File: config.mk
export PLATFORM = sky130hd
export DESIGN_NAME = memcard_ctrl
export DESIGN_NICKNAME = d
export VERILOG_FILES = /design/src/rtl/memcard_pkg.sv /design/src/rtl/memcard_decode.sv /design/src/rtl/memcard_stall.sv /design/src/rtl/memcard_protect.sv /design/src/rtl/memcard_ctrl.sv
export SDC_FILE = /design/constraint.sdc
export NUM_CORES = 1
export LEC_CHECK = 0
export BUFFER_PORTS_ARGS = -buffer_cell sky130_fd_sc_hd__buf_2
export CELL_PAD_IN_SITES_DETAIL_PLACEMENT = 0
export CELL_PAD_IN_SITES_GLOBAL_PLACEMENT = 1
export CORE_ASPECT_RATIO = 0.7
export CORE_MARGIN = 3
export CORE_UTILIZATION = 18
export CTS_CLUSTER_SIZE = 10
export DETAILED_ROUTE_END_ITERATION = 7
export PLACE_DENSITY_LB_ADDON = 0.1
export RECOVER_POWER = 100
export SLEW_MARGIN = 20
export SYNTH_ARGS = -nofsm -noshare
export SYNTH_HDL_FRONTEND = slang
export SYNTH_HIERARCHICAL = 1
export SYNTH_SLANG_ARGS = --single-unit
File: constraint.sdc
create_clock -name clk -period 1.9 [get_ports clk]
set_input_delay 0.095 -clock clk [delete_from_list [all_inputs] [get_ports clk]]
set_output_delay 0.095 -clock clk [all_outputs]
set_load 0.01 [all_outputs]
File: src/rtl/memcard_pkg.sv
package memcard_pkg;
  typedef enum logic [1:0] {
    PA_KEEP = 2'd0,
    PA_SET  = 2'd1,
    PA_CLR  = 2'd2
  } prot_act_e;

  function automatic prot_act_e prot_action(input logic sel, input logic set_r, input logic clr_r);
    if (!sel)       return PA_KEEP;
    else if (set_r) return PA_SET;
    else if (clr_r) return PA_CLR;
    else            return PA_KEEP;
  endfunction
endpackage

File: src/rtl/memcard_decode.sv
module memcard_decode #(
  parameter int HI_W      = 8,
  parameter int BANK_BITS = 2,
  parameter int POP_BANKS = 3,
  localparam int CARD_W   = HI_W - BANK_BITS,
  localparam int BANKS    = 1 << BANK_BITS
) (
  input  logic [HI_W-1:0]   addr_hi,
  input  logic [CARD_W-1:0] strap_pos,
  output logic              card_sel,
  output logic [BANKS-1:0]  bank_sel,
  output logic [BANKS-1:0]  bank_live
);
  logic [BANK_BITS-1:0] idx;
  logic [BANKS-1:0]     pop_mask;

  assign card_sel = (addr_hi[HI_W-1:BANK_BITS] == strap_pos);
  assign idx      = addr_hi[BANK_BITS-1:0];

  for (genvar b = 0; b < BANKS; b++) begin : g_bank
    assign pop_mask[b]  = (b < POP_BANKS) ? 1'b1 : 1'b0;
    assign bank_sel[b]  = card_sel && (idx == BANK_BITS'(b));
    assign bank_live[b] = bank_sel[b] && pop_mask[b];
  end
endmodule

File: src/rtl/memcard_stall.sv
module memcard_stall #(
  parameter int WAIT_TICKS = 2,
  localparam int CNT_W     = $clog2(WAIT_TICKS + 1)
) (
  input  logic clk,
  input  logic rst_n,
  input  logic sync_pulse,
  input  logic qualify,
  input  logic ph2_tick,
  output logic hold
);
  logic [CNT_W-1:0] cnt;

  always_ff @(posedge clk) begin
    if (!rst_n) begin
      cnt <= '0;
    end else if (sync_pulse) begin
      cnt <= qualify ? CNT_W'(WAIT_TICKS) : '0;
    end else if (ph2_tick && cnt != '0) begin
      cnt <= cnt - 1'b1;
    end
  end

  assign hold = (cnt != '0) || (sync_pulse && qualify);
endmodule

File: src/rtl/memcard_protect.sv
module memcard_protect
  import memcard_pkg::*;
#(
  parameter int BANKS = 4
) (
  input  logic             clk,
  input  logic             rst_n,
  input  logic             card_sel,
  input  logic             prot_req,
  input  logic             unprot_req,
  input  logic             wr_strobe,
  input  logic [BANKS-1:0] bank_live,
  output logic             prot_q,
  output logic [BANKS-1:0] ram_we
);
  prot_act_e act;

  always_comb act = prot_action(card_sel, prot_req, unprot_req);

  always_ff @(posedge clk) begin
    if (!rst_n) begin
      prot_q <= 1'b0;
    end else begin
      unique case (act)
        PA_SET:  prot_q <= 1'b1;
        PA_CLR:  prot_q <= 1'b0;
        default: prot_q <= prot_q;
      endcase
    end
  end

  assign ram_we = (wr_strobe && !prot_q) ? bank_live : '0;
endmodule

File: src/rtl/memcard_ctrl.sv
module memcard_ctrl #(
  parameter int ADDR_W     = 16,
  parameter int BANK_AW    = 8,
  parameter int BANK_BITS  = 2,
  parameter int POP_BANKS  = 3,
  parameter int WAIT_TICKS = 2,
  parameter int DATA_W     = 8,
  localparam int HI_W      = ADDR_W - BANK_AW,
  localparam int CARD_W    = HI_W - BANK_BITS,
  localparam int BANKS     = 1 << BANK_BITS
) (
  input  logic              clk,
  input  logic              rst_n,
  input  logic [ADDR_W-1:0] addr,
  input  logic [CARD_W-1:0] strap_pos,
  input  logic              stat_memr,
  input  logic              stat_inp,
  input  logic              stat_out,
  input  logic              sync_pulse,
  input  logic              ph2_tick,
  input  logic              wr_strobe,
  input  logic              prot_req,
  input  logic              unprot_req,
  input  logic [DATA_W-1:0] ram_rdata,
  output logic              card_sel,
  output logic [BANKS-1:0]  bank_sel,
  output logic [BANK_AW-1:0] ram_off,
  output logic [BANKS-1:0]  ram_we,
  output logic [DATA_W-1:0] rd_data,
  output logic              rdy_hold,
  output logic              prot_status,
  output logic              rd_drv_en,
  output logic              io_drv_en
);
  logic [BANKS-1:0] bank_live;
  logic             prot_q;

  memcard_decode #(
    .HI_W(HI_W), .BANK_BITS(BANK_BITS), .POP_BANKS(POP_BANKS)
  ) u_decode (
    .addr_hi  (addr[ADDR_W-1:BANK_AW]),
    .strap_pos(strap_pos),
    .card_sel (card_sel),
    .bank_sel (bank_sel),
    .bank_live(bank_live)
  );

  memcard_stall #(.WAIT_TICKS(WAIT_TICKS)) u_stall (
    .clk       (clk),
    .rst_n     (rst_n),
    .sync_pulse(sync_pulse),
    .qualify   (card_sel && stat_memr),
    .ph2_tick  (ph2_tick),
    .hold      (rdy_hold)
  );

  memcard_protect #(.BANKS(BANKS)) u_protect (
    .clk       (clk),
    .rst_n     (rst_n),
    .card_sel  (card_sel),
    .prot_req  (prot_req),
    .unprot_req(unprot_req),
    .wr_strobe (wr_strobe),
    .bank_live (bank_live),
    .prot_q    (prot_q),
    .ram_we    (ram_we)
  );

  assign ram_off     = addr[BANK_AW-1:0];
  assign rd_data     = (|bank_live) ? ram_rdata : {DATA_W{1'b1}};
  assign prot_status = prot_q && card_sel;
  assign rd_drv_en   = card_sel && stat_memr;
  assign io_drv_en   = card_sel && !stat_inp && !stat_out;
endmodule

---- Word level (Yosys, flattened, before mapping) ----
Cells that the tools add are included.
operators by class
  reduce and logical (&&, ||, !) cells .... 20
  multiplexer cells ....................... 9
  equality and inequality tests ........... 6
  add/sub/neg operators ................... 1
operator list
  operator             number
  $mux 2               6
  $logic_and 1x1->1    11
  $mux 8               1
  $eq 2x2->1 const B   3
  $eq 6x6->1           1
  $reduce_bool 2->1    3
  $eq 2x1->1 const B   2
  $logic_not 1->1      3
  $mux 3               1
  $reduce_or 3->1      1
  $logic_not 2->1      1
  $pmux 1 s2           1
  $sub 2x1->2 const B  1
  $logic_or 1x1->1     1
word-level totals
  register bits ........................... 3
  input port bits ......................... 40
  output and inout port bits .............. 29
  word-level logic and storage cells ...... 38

---- Depth between registers and ports, before layout ----
Gate-level depths: netlist (run 1).
  depth in word-level cells ............... 5
  mapped depth ............................ 7
  depth with buffers taken out ............ 7

---- Hierarchy ----
The synthesis (run 1) kept the hierarchy.
modules (own cells, without submodules)
  module           instances  cells an instance  sequential area each (µm²)  area an instance (µm²)
  memcard_ctrl     1          20                 0.0                         151.4
  memcard_decode   1          20                 0.0                         146.4
  memcard_stall    1          14                 40.0                        122.6
  memcard_protect  1          12                 20.0                        97.6

---- Least setup slack after synthesis (run 1) ----
OpenSTA, ideal clock, no wires.
  path type ............................... input to register
  from .................................... in strap_pos[0]
  to ...................................... reg u_protect.prot_q
  stages .................................. 7
  required time ........................... 1834 ps
  setup time .............................. 66 ps
  path buffers ............................ 0
  path slack .............................. 330 ps
  data arrival time ....................... 1504 ps
  path through ............................ xnor2_1 nand4_2 nor2_1 and3b_1 ha_1 or2_1 a21boi_2
between the ends
  word-level cells in the longest chain between the ends .. 4
  elaborated cells on any way between the ends .. 6
  classes of those cells .................. eq/ne (3); mux (2); reduce/logical (1)
RTL lines
  item                                             RTL line               text
  from (decl)                                      memcard_ctrl.sv:15     input logic [CARD_W-1:0] strap_pos,
  $eq 6x6->1 *                                     memcard_decode.sv:17   assign card_sel = (addr_hi[HI_W-1:BANK_BITS] == strap_pos);
  net card_sel                                     memcard_ctrl.sv:25     output logic card_sel,
  $mux 2 *                                         memcard_pkg.sv:9       if (!sel) return PA_KEEP;
  $eq 2x2->1 or $eq 2x1->1 (tied branches)         memcard_protect.sv:24  unique case (act)
  $pmux 1 s2 or $reduce_bool 2->1 (tied branches)  --
  to (signal assigned)                             memcard_protect.sv:27  default: prot_q <= prot_q;
  to (decl)                                        memcard_protect.sv:13  output logic prot_q,
The timed path passes the listed nets; every way through them passes the cells marked *.
A chain may end at the register's enable or synchronous reset.

---- Worst setup path after layout (run 1) ----
  from .................................... in strap_pos[0]
  to ...................................... out rd_data[0]
between the ends
  word-level cells in the longest chain between the ends .. 4
  elaborated cells on any way between the ends .. 6
  classes of those cells .................. eq/ne (1); mux (1); reduce/logical (4)
RTL lines
  item               RTL line              text
  $eq 6x6->1 *       memcard_decode.sv:17
  $logic_and 1x1->1  memcard_decode.sv:22  assign bank_sel[b] = card_sel && (idx == BANK_BITS'(b));
  $reduce_or 3->1 *  memcard_ctrl.sv:70    assign rd_data = (|bank_live) ? ram_rdata : {DATA_W{1'b1}};
  $mux 8 *           memcard_ctrl.sv:70
  to (decl)          memcard_ctrl.sv:29    output logic [DATA_W-1:0] rd_data,
Mark *: on every way between the ends. The rest lies on a longest branch, timed or not.

==> summary.md, run 1 <==
| Metric | Value |
|---|---|
| Yosys cell types | `24` |
| Cell repeated most along the worst path | `clkbuf_1` |
| Initial Util | `0.200` |
| Post-synth top flop | `dfxtp_1` |
| Mean Syn Cell Area | `7.85 um2` |
| Fill count | `300` |
| Synth Register Bits | `3` |
| Required @ worst endpoint | `1800 ps` |
| Syn_nets | `108` |
| Mapped cell area | `518 um2` |
| Num CTS Buffers | `3` |
| CP endpoint kind | `output pin` |
| Post-synth EDFFs | `0` |
| CP peak stage delay | `320 ps` |
| Tmin final | `1630 ps` |
| Hold path start | `rst_n` |
| Vias in the first global route | `508` |
| Register area share after synthesis | `0.116` |
| Internal Pwr Total | `254 uW` |
| Net Switching | `81.5 uW` |
| Synth warn | `6` |
| Initial antenna violation count | `0` |
| Fin Setup TNS | `0 ps` |
| RSZ-0062 raised after global routing | `no` |
| FF+latch area | `60.1 um2` |
| Max-Cap Viols | `0` |
| Die span in y | `50.9 um` |
| Area growth, synth to finish | `44.4%` |
| Worst hold slack | `143 ps` |
| Clock network power share | `0.549` |
| DRT iter0 DRCs | `2` |
| Clk sinks | `3` |
| Hold Crit Depth | `2` |
| VDD IR max | `0.197 mV` |
| CTS tree | `yes` |
| CTS Buffer Depth | `2` |
| Max Slew Vio Count | `0` |
| Inserted Diodes | `0` |
| Die width | `70.1 um` |
| CP Launch Type | `primary input` |
| # H-tree levels | `1` |
| Cells on worst reg2reg path | `5` |
| Setup CP Type | `in2out` |
| CP max stage cell | `nor4b_1` |
| Die area | `0.00357 mm2` |
| Gate power share | `0.259` |
| Status | `complete, no violations` |
| Max Fanout on Critical Path | `8` |
| First-pass GRT wire length | `2.09 mm` |
| WL/cell | `9.38 um` |
| DRT Pass-1 Iters | `3` |
| Final instance area | `748 um2` |
| Peak Freq | `0.612 GHz` |
| Global Route Usage Sum | `0.0737` |
| Routed vias | `544` |
| Power Dens Cells | `449 mW/mm2` |
| Worst Skew | `0.0732 ps` |
| Final setup violation count | `0` |
| Flop2flop setup slack | `760 ps` |
| Total leakage power | `0.000352 uW` |
| Hold/Removal Path Class | `in2reg` |
| Final hold violation count | `0` |
| Number of vias per cell | `3.73` |
| Post-Route WL | `1.37 mm` |
| Area taken by multi-input logic gates | `333 um2` |
| Layout cells sized above 1 | `0.402` |
| Hold Path Sink | `u_stall/cnt[0]$_SDFFE_PN0P_` |
| Post-route DRC violation count | `0` |
| Pin count of the biggest net entering global routing | `9` |
| Crit-path cells | `buf_2 > xnor2_1 > nand4_1 > nor4b_1 > clkbuf_1 > nor4_4 > or2_1 > clkbuf_1` |
| Worst-Skew Late Latency | `210 ps` |
| Setup bufs post-CTS | `0` |
| Port bufs | `51` |
| Hold-fix buffer count after cts | `0` |
| Crit share post-route | `0.860` |
| R2R Path End | `u_stall/cnt[0]$_SDFFE_PN0P_` |
| Cells after Synth | `66` |
| Seq pwr share | `0.192` |
| Grt total ovfl | `0` |
| Placed Area | `748 um2` |
| CTS Root Cell | `clkbuf_8` |
| Core Rows | `15` |
| Worst-path clk slew | `30 ps` |
| Final nets | `155` |
| Core Region | `0.00259 mm2` |
| FFs w/ async S/R, synth | `0` |
| GP Congestion | `0.690` |
| Switching Share | `0.243` |
| Critical path arrival | `1540 ps` |
| Post-CTS sizing | `0` |
| Ports | `69` |
| Antenna Nets Post-Route | `0` |
| R2r startpoint | `u_stall/cnt[0]$_SDFFE_PN0P_` |
[kinds of logic (layout without fill, tap and decap cells)]
family,Yosys count,in the layout,share of synthesized area
buffers and inverters,16,62,0.203
flip-flops,3,3,0.116
other,1,1,0.00724
XOR/XNOR,7,7,0.118
adder cells (fa/ha/maj),2,2,0.0483
AND/OR/NAND/NOR,34,34,0.457
AO/OA/AOI/OAI,3,3,0.0507
[routing by layer]
metal	up-vias	routed length [um]	part of all wire	track usage
met5	-	0	0	0
met4	0	33	0.024	0.0573
met3	8	132	0.096	0.0177
met2	34	596	0.44	0.110
met1	207	608	0.44	0.0915
li1	295	-	-	-
[sequential cells by signal (all words and copies together), names as in the netlist]
signal            flops
u_protect/prot_q      1
u_stall/cnt           2
[Yosys cell counts, types with 2 or more instances]
cell	count	area, um2
nor4_1	2	12.5
buf_4	12	90.1
xnor2_1	7	61.3
nand2_1	6	22.5
or2_1	9	56.3
dfxtp_1	3	60.1
and2_1	6	37.5
ha_1	2	25.0
inv_1	4	15.0
[through the flow]
step,cells,total power (uW),setup WS (ps),util
2_1_floorplan,66,129,330,-
3_3_place_gp,142,159,223,0.289
3_5_place_dp,142,160,144,0.289
4_1_cts,146,350,364,0.306
5_1_grt,146,363,160,0.289
6_report,146,336,266,0.289
[cells in the final DEF, fill, tap and decap left out, drive strengths merged, types with 2 or more instances in the layout]
| master | instances |
|---|---|
| nor2b | 2 |
| dfxtp | 3 |
| or2 | 9 |
| nand2 | 6 |
| inv | 4 |
| nor4 | 3 |
| ha | 2 |
| clkbuf | 18 |
| a21boi | 2 |
| and2 | 6 |
| buf | 40 |
| xnor2 | 7 |
[power by group through the flow]
| stage | combinational (uW) | clock, uW | sequential, uW |
|---|---|---|---|
| after floorplan | 63.9 | 0 | 65.1 |
| after global placement | 93.5 | 0 | 65.2 |
| after detailed placement | 94.4 | 0 | 65.2 |
| after CTS | 94.7 | 191 | 64.4 |
| after global routing | 98.2 | 200 | 64.4 |
| final | 87.1 | 184 | 64.4 |
[worst max-delay path: cells and delay by family]
family | cells | cell delay, ps
and+or+nand+nor | 4 | 840
buffers and inverters | 3 | 460
xor gates and xnor gates | 1 | 140
[how the worst max path moves through the flow]
| stage | startpoint | to | slack, ps |
|---|---|---|---|
| final | strap_pos[0] | rd_data[0] | 270 |
| after global routing | strap_pos[0] | rd_data[0] | 160 |
| after CTS | strap_pos[0] | u_protect/prot_q$_SDFFE_PN0P_ | 360 |
| after detailed placement | strap_pos[0] | u_protect/prot_q$_SDFFE_PN0P_ | 140 |
| after global placement | strap_pos[0] | u_protect/prot_q$_SDFFE_PN0P_ | 220 |
| after floorplan | strap_pos[0] | u_protect/prot_q$_SDFFE_PN0P_ | 330 |
[area by class of cell]
| cell class | count | share of cell area |
|---|---|---|
| clock buffers | 4 | 0.0602 |
| well taps | 34 | 0.0569 |
| inverters | 4 | 0.0201 |
| flip-flops and latches | 3 | 0.0803 |
| multi-input cells | 47 | 0.445 |
| repair buffers | 54 | 0.338 |
Power figures use the tool's default switching activity.
==> run 2: changes to the inputs <==
--- a/config.mk
+++ b/config.mk
@@ -10,7 +10,8 @@
 export CELL_PAD_IN_SITES_GLOBAL_PLACEMENT = 1
 export CORE_ASPECT_RATIO = 0.7
 export CORE_MARGIN = 3
-export CORE_UTILIZATION = 18
+export CORE_UTILIZATION = 19
+export CTS_BUF_LIST = sky130_fd_sc_hd__clkbuf_4
 export CTS_CLUSTER_SIZE = 10
 export DETAILED_ROUTE_END_ITERATION = 7
 export PLACE_DENSITY_LB_ADDON = 0.1
==> run 2 against run 1 <==
  * Setup slack better by 26 ps
  * Hold slack worse by 9.4 ps
  * Fmax is 1.6% higher
  * Count of clock-buffer cells in the layout stayed put
  * Clock skew hardly changed
  * Critical path type unchanged
  * Critical endpoint unchanged
  * Largest cell class unchanged
  * Highest routed layer unchanged
==> summary.md, run 2 (synthesis results as in run 1) <==
| Metric | Value |
|---|---|
| Fill count | `303 (+1.0%)` |
| Total leakage power | `0.000350 uW (-0.53%)` |
| Final nets | `154 (-0.65%)` |
| Tmin final | `1610 ps (-26.1 ps)` |
| Busiest grt layer | `met2` |
| Number of flip-flops under the largest register name | `2 (unchanged)` |
| VDD IR max | `0.0919 mV (-53%)` |
| DRT Pass-1 Iters | `4 (+1)` |
| CP endpoint kind | `output pin` |
| Required @ worst endpoint | `1800 ps (about the same)` |
| Layout cells sized above 1 | `0.450 (+0.0487)` |
| CTS tree | `yes` |
| FF+latch area | `60.1 um2 (unchanged)` |
| Initial Util | `0.204 (+0.00444)` |
| Most flop-heavy register | `u_stall/cnt` |
| Die area | `0.00340 mm2 (-4.7%)` |
| DRT iter0 DRCs | `5 (+3)` |
| Final instance area | `737 um2 (-1.5%)` |
| Die width | `68.4 um (-2.4%)` |
| First-pass GRT wire length | `2.02 mm (-3.3%)` |
| Core Region | `0.00253 mm2 (-2.2%)` |
| Peak Freq | `0.622 GHz (+1.6%)` |
| Most frequent cells in the layout | `buf_2 (42), clkbuf_1 (11), or2_1 (8), xnor2_1 (7), nand2_1 (6)` |
| Max-Cap Viols | `0 (unchanged)` |
| Hold/Removal Path Class | `in2reg` |
| Final hold violation count | `0 (unchanged)` |
| Commonest non-fill, non-tap cell in the layout | `buf_2` |
| Crit share post-route | `0.846 (-0.0138)` |
| Worst Tran Pin Value | `494 ps` |
| Area taken by multi-input logic gates | `338 um2 (+1.5%)` |
| Final setup violation count | `0 (unchanged)` |
| Status | `complete, no violations` |
| Final Util | `0.291 (+0.00198)` |
| Core Rows | `15 (unchanged)` |
| Setup CP Type | `in2out` |
| Initial antenna violation count | `0 (unchanged)` |
| Num CTS Buffers | `3 (unchanged)` |
| Pwr Total | `275 uW (-18%)` |
| Antenna Nets Post-Route | `0 (unchanged)` |
| # H-tree levels | `1 (unchanged)` |
| Worst-Skew Late Latency | `230 ps (+20 ps)` |
| Grt met1 use | `0.0955 (+0.00395)` |
| GRT met2 Usage | `0.109 (-0.000368)` |
| GP Congestion | `0.674 (-2.3%)` |
| Die span in y | `49.7 um (-2.3%)` |
| RSZ-0062 raised after global routing | `no` |
| Routed vias | `538 (-1.1%)` |
| CTS Root Cell | `clkbuf_4` |
| Slew margin rel. | `0.668` |
| Max Fanout on Critical Path | `8 (unchanged)` |
| Pin count of the biggest net entering global routing | `9 (unchanged)` |
| Max Slew Vio Count | `0 (unchanged)` |
| Clk sinks | `3 (unchanged)` |
| Post-route DRC violation count | `0 (unchanged)` |
| Biggest regs | `u_stall/cnt x2, u_protect/prot_q x1` |
| Worst hold slack | `134 ps (-9.38 ps)` |
| Critical path arrival | `1510 ps (-30 ps)` |
| CP Launch Type | `primary input` |
| Worst Skew | `0.0161 ps (-0.0571 ps)` |
| Post-DP HPWL | `1.13 mm` |
| CTS Buffer Depth | `2 (unchanged)` |
| Number of vias per cell | `3.71 (-0.42%)` |
| Inserted Diodes | `0 (unchanged)` |
| Worst-path clk slew | `40 ps (about the same)` |
| Area growth, synth to finish | `42.3%` |
| Post-CTS sizing | `0 (unchanged)` |
| Fin Setup TNS | `0 ps (unchanged)` |
| Grt total ovfl | `0 (unchanged)` |
| Power Dens Cells | `373 mW/mm2 (-17%)` |
| Post-Route WL | `1.28 mm (-6.4%)` |
| Global Route Usage Sum | `0.0772 (+0.00359)` |
| Port bufs | `51 (unchanged)` |
| WL/cell | `8.84 um (-5.8%)` |
| Hold-fix buffer count after cts | `0 (unchanged)` |
| Vias in the first global route | `491 (-3.3%)` |
| Ports | `69 (unchanged)` |
| Setup bufs post-CTS | `0 (unchanged)` |
| Met3 usage | `0.0205 (+0.00282)` |
| Placed Area | `741 um2 (-1.0%)` |
-- run 2: power by group --
part           total [uW]  switching (uW)  internal [uW]
logic                87.6            39.6           48.0
registers            64.3           0.404           63.9
clock network         123            30.4           92.8
total                 275            70.4            205
-- run 2: layout make-up --
| class | count | share of cell area |
|---|---|---|
| Multi-Input combinational cell | 47 | 0.458 |
| Sequential cell | 3 | 0.0815 |
| Tap cell | 34 | 0.0577 |
| Inverter | 4 | 0.0204 |
| Timing Repair Buffer | 53 | 0.341 |
| Clock buffer | 4 | 0.0407 |
-- run 2: per-layer routing --
layer	up-vias	wire (um)
li1	293	-
met3	6	169
met4	0	25
met1	205	511
met5	-	0
met2	34	576
-- run 2: critical path, stage by stage --
cell and delay, ps:
buf_2 100, xnor2_1 110, nand4_1 200, nor4_1 80, clkbuf_1 120, nor4_2 480
or2_1 160, clkbuf_1 150
-- run 2: worst paths after layout --
check	startpoint	to	slack (ps)	cells after the start
min	rst_n	u_stall/cnt[0]$_SDFFE_PN0P_	130	2
max	addr[11]	rd_data[0]	290	8
max reg2reg	u_stall/cnt[0]$_SDFFE_PN0P_	u_stall/cnt[0]$_SDFFE_PN0P_	820	5
min reg2reg	u_protect/prot_q$_SDFFE_PN0P_	u_protect/prot_q$_SDFFE_PN0P_	490	2
-- run 2: stage by stage --
step | setup WS, ps | cells
floorplan | 330 | 66
global placement | 228 | 141
detailed placement | 146 | 141
CTS | 276 | 145
global route | 77.5 | 145
finish | 292 | 145
